## config.mk

```make
export PLATFORM = sky130hd
export DESIGN_NAME = spi_fifo_frontend
export DESIGN_NICKNAME = d
export VERILOG_FILES = /design/src/rtl/sff_pkg.sv /design/src/rtl/sff_fifo.sv /design/src/rtl/sff_regs.sv /design/src/rtl/spi_fifo_frontend.sv
export SDC_FILE = /design/constraint.sdc
export NUM_CORES = 1
export LEC_CHECK = 0
export CAP_MARGIN = 30
export CORE_MARGIN = 8
export CORE_UTILIZATION = 55
export CTS_BUF_LIST = sky130_fd_sc_hd__clkbuf_8 sky130_fd_sc_hd__clkbuf_16
export DETAILED_ROUTE_END_ITERATION = 10
export GPL_ROUTABILITY_DRIVEN = 0
export HOLD_SLACK_MARGIN = 0.1
export PLACE_DENSITY_LB_ADDON = 0.1
export SLEW_MARGIN = 20
export SYNTH_ARGS = -nofsm -noshare
export SYNTH_HDL_FRONTEND = slang
export SYNTH_SLANG_ARGS = --single-unit
```

## constraint.sdc

```tcl
create_clock -name clk -period 4.15 [get_ports clk]
set_clock_uncertainty 0.05 [all_clocks]
set_input_delay 0.83 -clock clk [delete_from_list [all_inputs] [get_ports clk]]
set_output_delay 0.83 -clock clk [all_outputs]
set_load 0.1 [all_outputs]
```

## src/rtl/sff_pkg.sv

```systemverilog
package sff_pkg;
  localparam int BUS_AW = 8;
  localparam logic [BUS_AW-1:0] OFF_TXDATA = 8'h48;
  localparam logic [BUS_AW-1:0] OFF_RXDATA = 8'h4C;
  localparam logic [BUS_AW-1:0] OFF_TXMARK = 8'h50;
  localparam logic [BUS_AW-1:0] OFF_RXMARK = 8'h54;
  localparam logic [BUS_AW-1:0] OFF_IE     = 8'h70;
  localparam logic [BUS_AW-1:0] OFF_IP     = 8'h74;

  // transmit side asks for data while the level sits under its threshold
  function automatic logic below_mark(int unsigned level, int unsigned mark);
    return level < mark;
  endfunction

  // receive side asks for service once the level exceeds its threshold
  function automatic logic above_mark(int unsigned level, int unsigned mark);
    return level > mark;
  endfunction

  function automatic int unsigned next_slot(int unsigned idx, int unsigned depth);
    return (idx == depth - 1) ? 0 : idx + 1;
  endfunction
endpackage

```

## src/rtl/sff_fifo.sv

```systemverilog
module sff_fifo #(
  parameter int DEPTH = 8,
  parameter int W     = 8,
  localparam int AW   = (DEPTH > 1) ? $clog2(DEPTH) : 1,
  localparam int CW   = $clog2(DEPTH + 1)
) (
  input  logic          clk,
  input  logic          rst_n,
  input  logic          push,
  input  logic [W-1:0]  push_data,
  input  logic          pop,
  output logic [W-1:0]  head,
  output logic          full,
  output logic          empty,
  output logic [CW-1:0] level
);
  logic [W-1:0]  mem [DEPTH];
  logic [AW-1:0] wr_ptr, rd_ptr;
  logic          push_ok, pop_ok;

  assign full    = (level == CW'(DEPTH));
  assign empty   = (level == '0);
  assign push_ok = push && !full;
  assign pop_ok  = pop && !empty;
  assign head    = mem[rd_ptr];

  always_ff @(posedge clk) begin
    if (push_ok) mem[wr_ptr] <= push_data;
  end

  always_ff @(posedge clk) begin
    if (!rst_n) begin
      wr_ptr <= '0;
      rd_ptr <= '0;
      level  <= '0;
    end else begin
      if (push_ok) wr_ptr <= AW'(sff_pkg::next_slot(32'(wr_ptr), DEPTH));
      if (pop_ok)  rd_ptr <= AW'(sff_pkg::next_slot(32'(rd_ptr), DEPTH));
      case ({push_ok, pop_ok})
        2'b10:   level <= level + 1'b1;
        2'b01:   level <= level - 1'b1;
        default: level <= level;
      endcase
    end
  end
endmodule

```

## src/rtl/sff_regs.sv

```systemverilog
module sff_regs #(
  parameter int DEPTH = 8,
  parameter int DW    = 8,
  localparam int CW   = $clog2(DEPTH + 1)
) (
  input  logic                      clk,
  input  logic                      rst_n,
  input  logic [sff_pkg::BUS_AW-1:0] bus_addr,
  input  logic                      bus_wr,
  input  logic                      bus_rd,
  input  logic [31:0]               bus_wdata,
  output logic [31:0]               bus_rdata,
  input  logic                      tx_full,
  input  logic [CW-1:0]             tx_level,
  input  logic                      rx_empty,
  input  logic [DW-1:0]             rx_head,
  input  logic [CW-1:0]             rx_level,
  output logic                      tx_push,
  output logic                      rx_pop,
  output logic [CW-1:0]             txmark,
  output logic [CW-1:0]             rxmark,
  output logic [1:0]                ie,
  output logic [1:0]                ip,
  output logic                      irq
);
  import sff_pkg::*;

  logic        rd_q, rd_start;
  logic [31:0] rd_mux;
  logic        unused_wdata;

  assign unused_wdata = ^bus_wdata[31:DW];
  assign rd_start = bus_rd && !rd_q;
  assign tx_push  = bus_wr && (bus_addr == OFF_TXDATA);
  assign rx_pop   = rd_start && (bus_addr == OFF_RXDATA);

  assign ip[0] = below_mark(32'(tx_level), 32'(txmark));
  assign ip[1] = above_mark(32'(rx_level), 32'(rxmark));
  assign irq   = |(ip & ie);

  always_ff @(posedge clk) begin
    if (!rst_n) begin
      txmark <= CW'(1);
      rxmark <= '0;
      ie     <= '0;
    end else if (bus_wr) begin
      case (bus_addr)
        OFF_TXMARK: txmark <= bus_wdata[CW-1:0];
        OFF_RXMARK: rxmark <= bus_wdata[CW-1:0];
        OFF_IE:     ie     <= bus_wdata[1:0];
        default:    ;
      endcase
    end
  end

  always_comb begin
    rd_mux = '0;
    case (bus_addr)
      OFF_TXDATA: rd_mux[31] = tx_full;
      OFF_RXDATA: begin
        rd_mux[31] = rx_empty;
        if (!rx_empty) rd_mux[DW-1:0] = rx_head;
      end
      OFF_TXMARK: rd_mux[CW-1:0] = txmark;
      OFF_RXMARK: rd_mux[CW-1:0] = rxmark;
      OFF_IE:     rd_mux[1:0]    = ie;
      OFF_IP:     rd_mux[1:0]    = ip;
      default:    ;
    endcase
  end

  always_ff @(posedge clk) begin
    if (!rst_n) begin
      rd_q      <= 1'b0;
      bus_rdata <= '0;
    end else begin
      rd_q <= bus_rd;
      if (rd_start) bus_rdata <= rd_mux;
    end
  end
endmodule

```

## src/rtl/spi_fifo_frontend.sv

```systemverilog
module spi_fifo_frontend #(
  parameter int DEPTH = 8,
  localparam int DW   = 8,
  localparam int CW   = $clog2(DEPTH + 1)
) (
  input  logic        clk,
  input  logic        rst_n,
  input  logic [7:0]  bus_addr,
  input  logic        bus_wr,
  input  logic        bus_rd,
  input  logic [31:0] bus_wdata,
  output logic [31:0] bus_rdata,
  output logic        tx_valid,
  output logic [7:0]  tx_data,
  input  logic        tx_take,
  input  logic        rx_valid,
  input  logic [7:0]  rx_data,
  output logic        irq
);
  logic          tx_push, tx_full, tx_empty;
  logic          rx_pop, rx_full, rx_empty;
  logic [CW-1:0] tx_level, rx_level, txmark, rxmark;
  logic [DW-1:0] rx_head;
  logic [1:0]    ie, ip;

  assign tx_valid = !tx_empty;

  sff_fifo #(.DEPTH(DEPTH), .W(DW)) u_txq (
    .clk(clk), .rst_n(rst_n),
    .push(tx_push), .push_data(bus_wdata[DW-1:0]), .pop(tx_take),
    .head(tx_data), .full(tx_full), .empty(tx_empty), .level(tx_level)
  );

  sff_fifo #(.DEPTH(DEPTH), .W(DW)) u_rxq (
    .clk(clk), .rst_n(rst_n),
    .push(rx_valid), .push_data(rx_data), .pop(rx_pop),
    .head(rx_head), .full(rx_full), .empty(rx_empty), .level(rx_level)
  );

  sff_regs #(.DEPTH(DEPTH), .DW(DW)) u_regs (
    .clk(clk), .rst_n(rst_n),
    .bus_addr(bus_addr), .bus_wr(bus_wr), .bus_rd(bus_rd),
    .bus_wdata(bus_wdata), .bus_rdata(bus_rdata),
    .tx_full(tx_full), .tx_level(tx_level),
    .rx_empty(rx_empty), .rx_head(rx_head), .rx_level(rx_level),
    .tx_push(tx_push), .rx_pop(rx_pop),
    .txmark(txmark), .rxmark(rxmark), .ie(ie), .ip(ip), .irq(irq)
  );

  logic unused_rx_full;
  assign unused_rx_full = rx_full;
endmodule

```

==> metrics.txt <==
status finished clean; Fmax between 300 and 400 MHz; Post-synth EDFFs between 100 and 150; Sink Count around 170; max incr delay on CP between 500 and 600 ps; CTS Root Cell clkbuf_16; Layout Nets between 600 and 700; CTS buffer count 17; Startpoint Class primary input; clock slew at reported path FFs around 60 ps; fin. max-slew vios 0; Power Dens Cells about 420 nW/um^2; Post-Route Utilization ~65%; DIE AREA 17800 sq um; setup ws final 918 ps; layout cell share with drive strength beyond 1 between 15 and 20%; ANT cells 0; Post-Syn Instances a little over 500; Worst Path Required ~4400 ps; Cell variety after synth between 50 and 60; unrepaired setup endpoints after global routing false; Area Growth Syn to Fin 16.6%; Cell Chain, Critical Path clkdlybuf4s50_1 -> nor4b_4 -> nand4_1 -> ha_1 -> xor2_1 -> ha_1 -> a21oi_1 -> xor2_1 -> or3_1 -> a21boi_0; initial drt markers 220; die height ~130 microns; WL per Instance about 19 microns; Initial DRT Pass Iterations 4; final period utilization between 70% and 80%; crit path max fanout 7; initial antenna violation count 0; Hold Slack between 400 and 500 ps; reg2reg start u_txq.level[0]; port bufs between 40 and 50; first-pass GRT wire length around 24 mm; FP Rows between 40 and 50; htree depth 4; Congestion Overflow GR 0; final setup violation count 0; max-cap violation count 0; dpl hpwl about 10 mm; sum of negative setup slack 0 ps; Syn. warnings 0; Hold Path Origin u_regs.bus_rdata[0]; Hold Crit Class reg2reg; DRC Markers 0; vias in the first global route ~4400; Least-Margin Pin Slew approximately 980 ps; Crit. Startpoint bus_addr[5]; Critical Path Sink Type register; Placed Area about 8200 sq um; Pleak between 3 and 4 nW; Final Hold Viols 0; final instance area a little under 9000 sq um; Setup Buffers After CTS 0; Critical Path AT between 3000 and 4000 ps; hold_buf cts 0; Top Ports 96; via count 4203; Rel. slew slack 34.3%; fill cell count 1013; pin count of the biggest net entering global routing 31; Main synth FF type edfxtp_1; Post-Place Worst Slack ~500 ps; post_cts resized 0; Core ar. between 10000 and 15000 sq um; Crit Path Class in2reg; die width about 130 microns; Async S/R FF share, synth 0%; Max clock buf depth 2; final wirelength between 10 and 15 mm; Starting Density between 50% and 60%; worst-skew pair later-pin latency between 400 and 500 ps; post-synthesis sequential area ratio 62.8%; all-layer global routing usage 17.3%; Avg Cell Area, Syn around 15 sq um; Final min period ~3200 ps; Worst VDD drop roughly 0.00029 V; Yosys reg bits about 170; remaining antenna violation count 0; Post-Syn Area between 7000 and 8000 sq um; DR vias/cell around 5.4; CTS tree done; Worst path slowest cell clkdlybuf4s50_1
[flip-flops by register name, indices dropped and copies added, names as in the netlist, 3 cells and up, named ones only]
signal	count
u_regs.bus_rdata	9
u_regs.rxmark	4
u_regs.txmark	4
u_rxq.level	4
u_rxq.mem	64
u_rxq.rd_ptr	3
u_rxq.wr_ptr	3
u_txq.level	4
u_txq.mem	64
u_txq.rd_ptr	3
u_txq.wr_ptr	3
[through the flow]
| step | std cells | power, W |
|---|---|---|
| 3_3_place_gp | 741 | 0.00216 |
| 5_1_grt | 772 | 0.00383 |
| 4_1_cts | 772 | 0.00375 |
| 2_1_floorplan | 537 | 0.00211 |
| 3_5_place_dp | 741 | 0.00217 |
| 6_report | 772 | 0.00372 |
[layer usage]
| layer | wire length (microns) | global-route usage, % | part of all wire [%] |
|---|---|---|---|
| met1 | 6120 | 20.6 | 43 |
| met2 | 7400 | 29.9 | 51 |
| met3 | 733 | 4.07 | 5.1 |
| met4 | 146 | 6.24 | 1.0 |
| met5 | 0 | 0 | 0 |
[kinds of logic (layout without fill, tap and decap cells)]
group                    after synthesis  after routing  share of synthesized area [%]
flip-flops                           174            174                           62.8
AND/OR/NAND/NOR                      133            133                           10.0
multiplexers                          69             69                           14.5
buffers and inverters                 59            114                           4.13
AO/OA/AOI/OAI                         54             54                           4.54
adder cells (fa/ha/maj)               20             20                           3.30
XOR/XNOR                               5              5                          0.578
other                                  1             23                         0.0495
[Yosys cell counts, types with 6 or more instances]
cell type,n,share of area (%)
a21oi_1,12,0.79
a21boi_0,9,0.89
ha_1,20,3.3
o21ai_0,15,0.99
inv_1,15,0.74
mux2_2,8,1.2
buf_4,23,2.3
mux4_2,32,9.5
mux2i_1,29,3.8
dfxtp_1,46,12
nand2_1,38,1.9
and2_1,8,0.66
clkbuf_1,13,0.64
nor2b_1,20,1.7
nand2b_1,7,0.58
nor3_1,11,0.73
nand3_1,6,0.40
nor2_1,15,0.74
edfxtp_1,128,51
[power breakdown]
group / switching (W) / internal (W)
clock: 0.000642 / 0.000945
combinational: 0.000174 / 0.0000639
sequential: 0.0000108 / 0.00188
total: 0.000827 / 0.00289
[cell type report]
| cell class | count | area, sq um | area share [%] |
|---|---|---|---|
| flip-flops and latches | 174 | 4760 | 53.9 |
| multi-input cells | 304 | 2590 | 29.3 |
| repair buffers | 68 | 608 | 6.88 |
| clock buffers | 17 | 425 | 4.81 |
| well taps | 180 | 225 | 2.55 |
| clock inverters | 14 | 170 | 1.93 |
| inverters | 15 | 56.3 | 0.637 |
[critical path, delay by kind of cell]
| family | cells | cell delay [ps] |
|---|---|---|
| fa+ha+maj | 2 | 540 |
| compound gates | 2 | 290 |
| xor+xnor | 2 | 250 |
| simple gates | 3 | 1030 |
| buf+inv | 1 | 590 |
[worst paths after layout]
path	slack (ps)	endpoint	depth (start not counted)
worst min register to register	430	u_regs.bus_rdata[0]	2
worst min-delay path	430	u_regs.bus_rdata[0]	2
worst max-delay path	920	u_txq.level[2]	10
worst max register to register	1420	u_txq.level[2]	9
[placed cells by master, fill, tap and decap left out, types with 6 or more instances in the layout]
master           instances
edfxtp_1               128
dfxtp_1                 46
clkdlybuf4s50_1         39
nand2_1                 38
mux4_2                  32
mux2i_1                 29
buf_4                   29
conb_1                  23
nor2b_1                 20
ha_1                    20
clkbuf_16               17
inv_1                   16
nor2_1                  15
o21ai_0                 15
a21oi_1                 12
nor3_1                  11
a21boi_0                 9
mux2_2                   8
and2_1                   8
nand2b_1                 7
nand3_1                  6
Power figures use the tool's default switching activity.
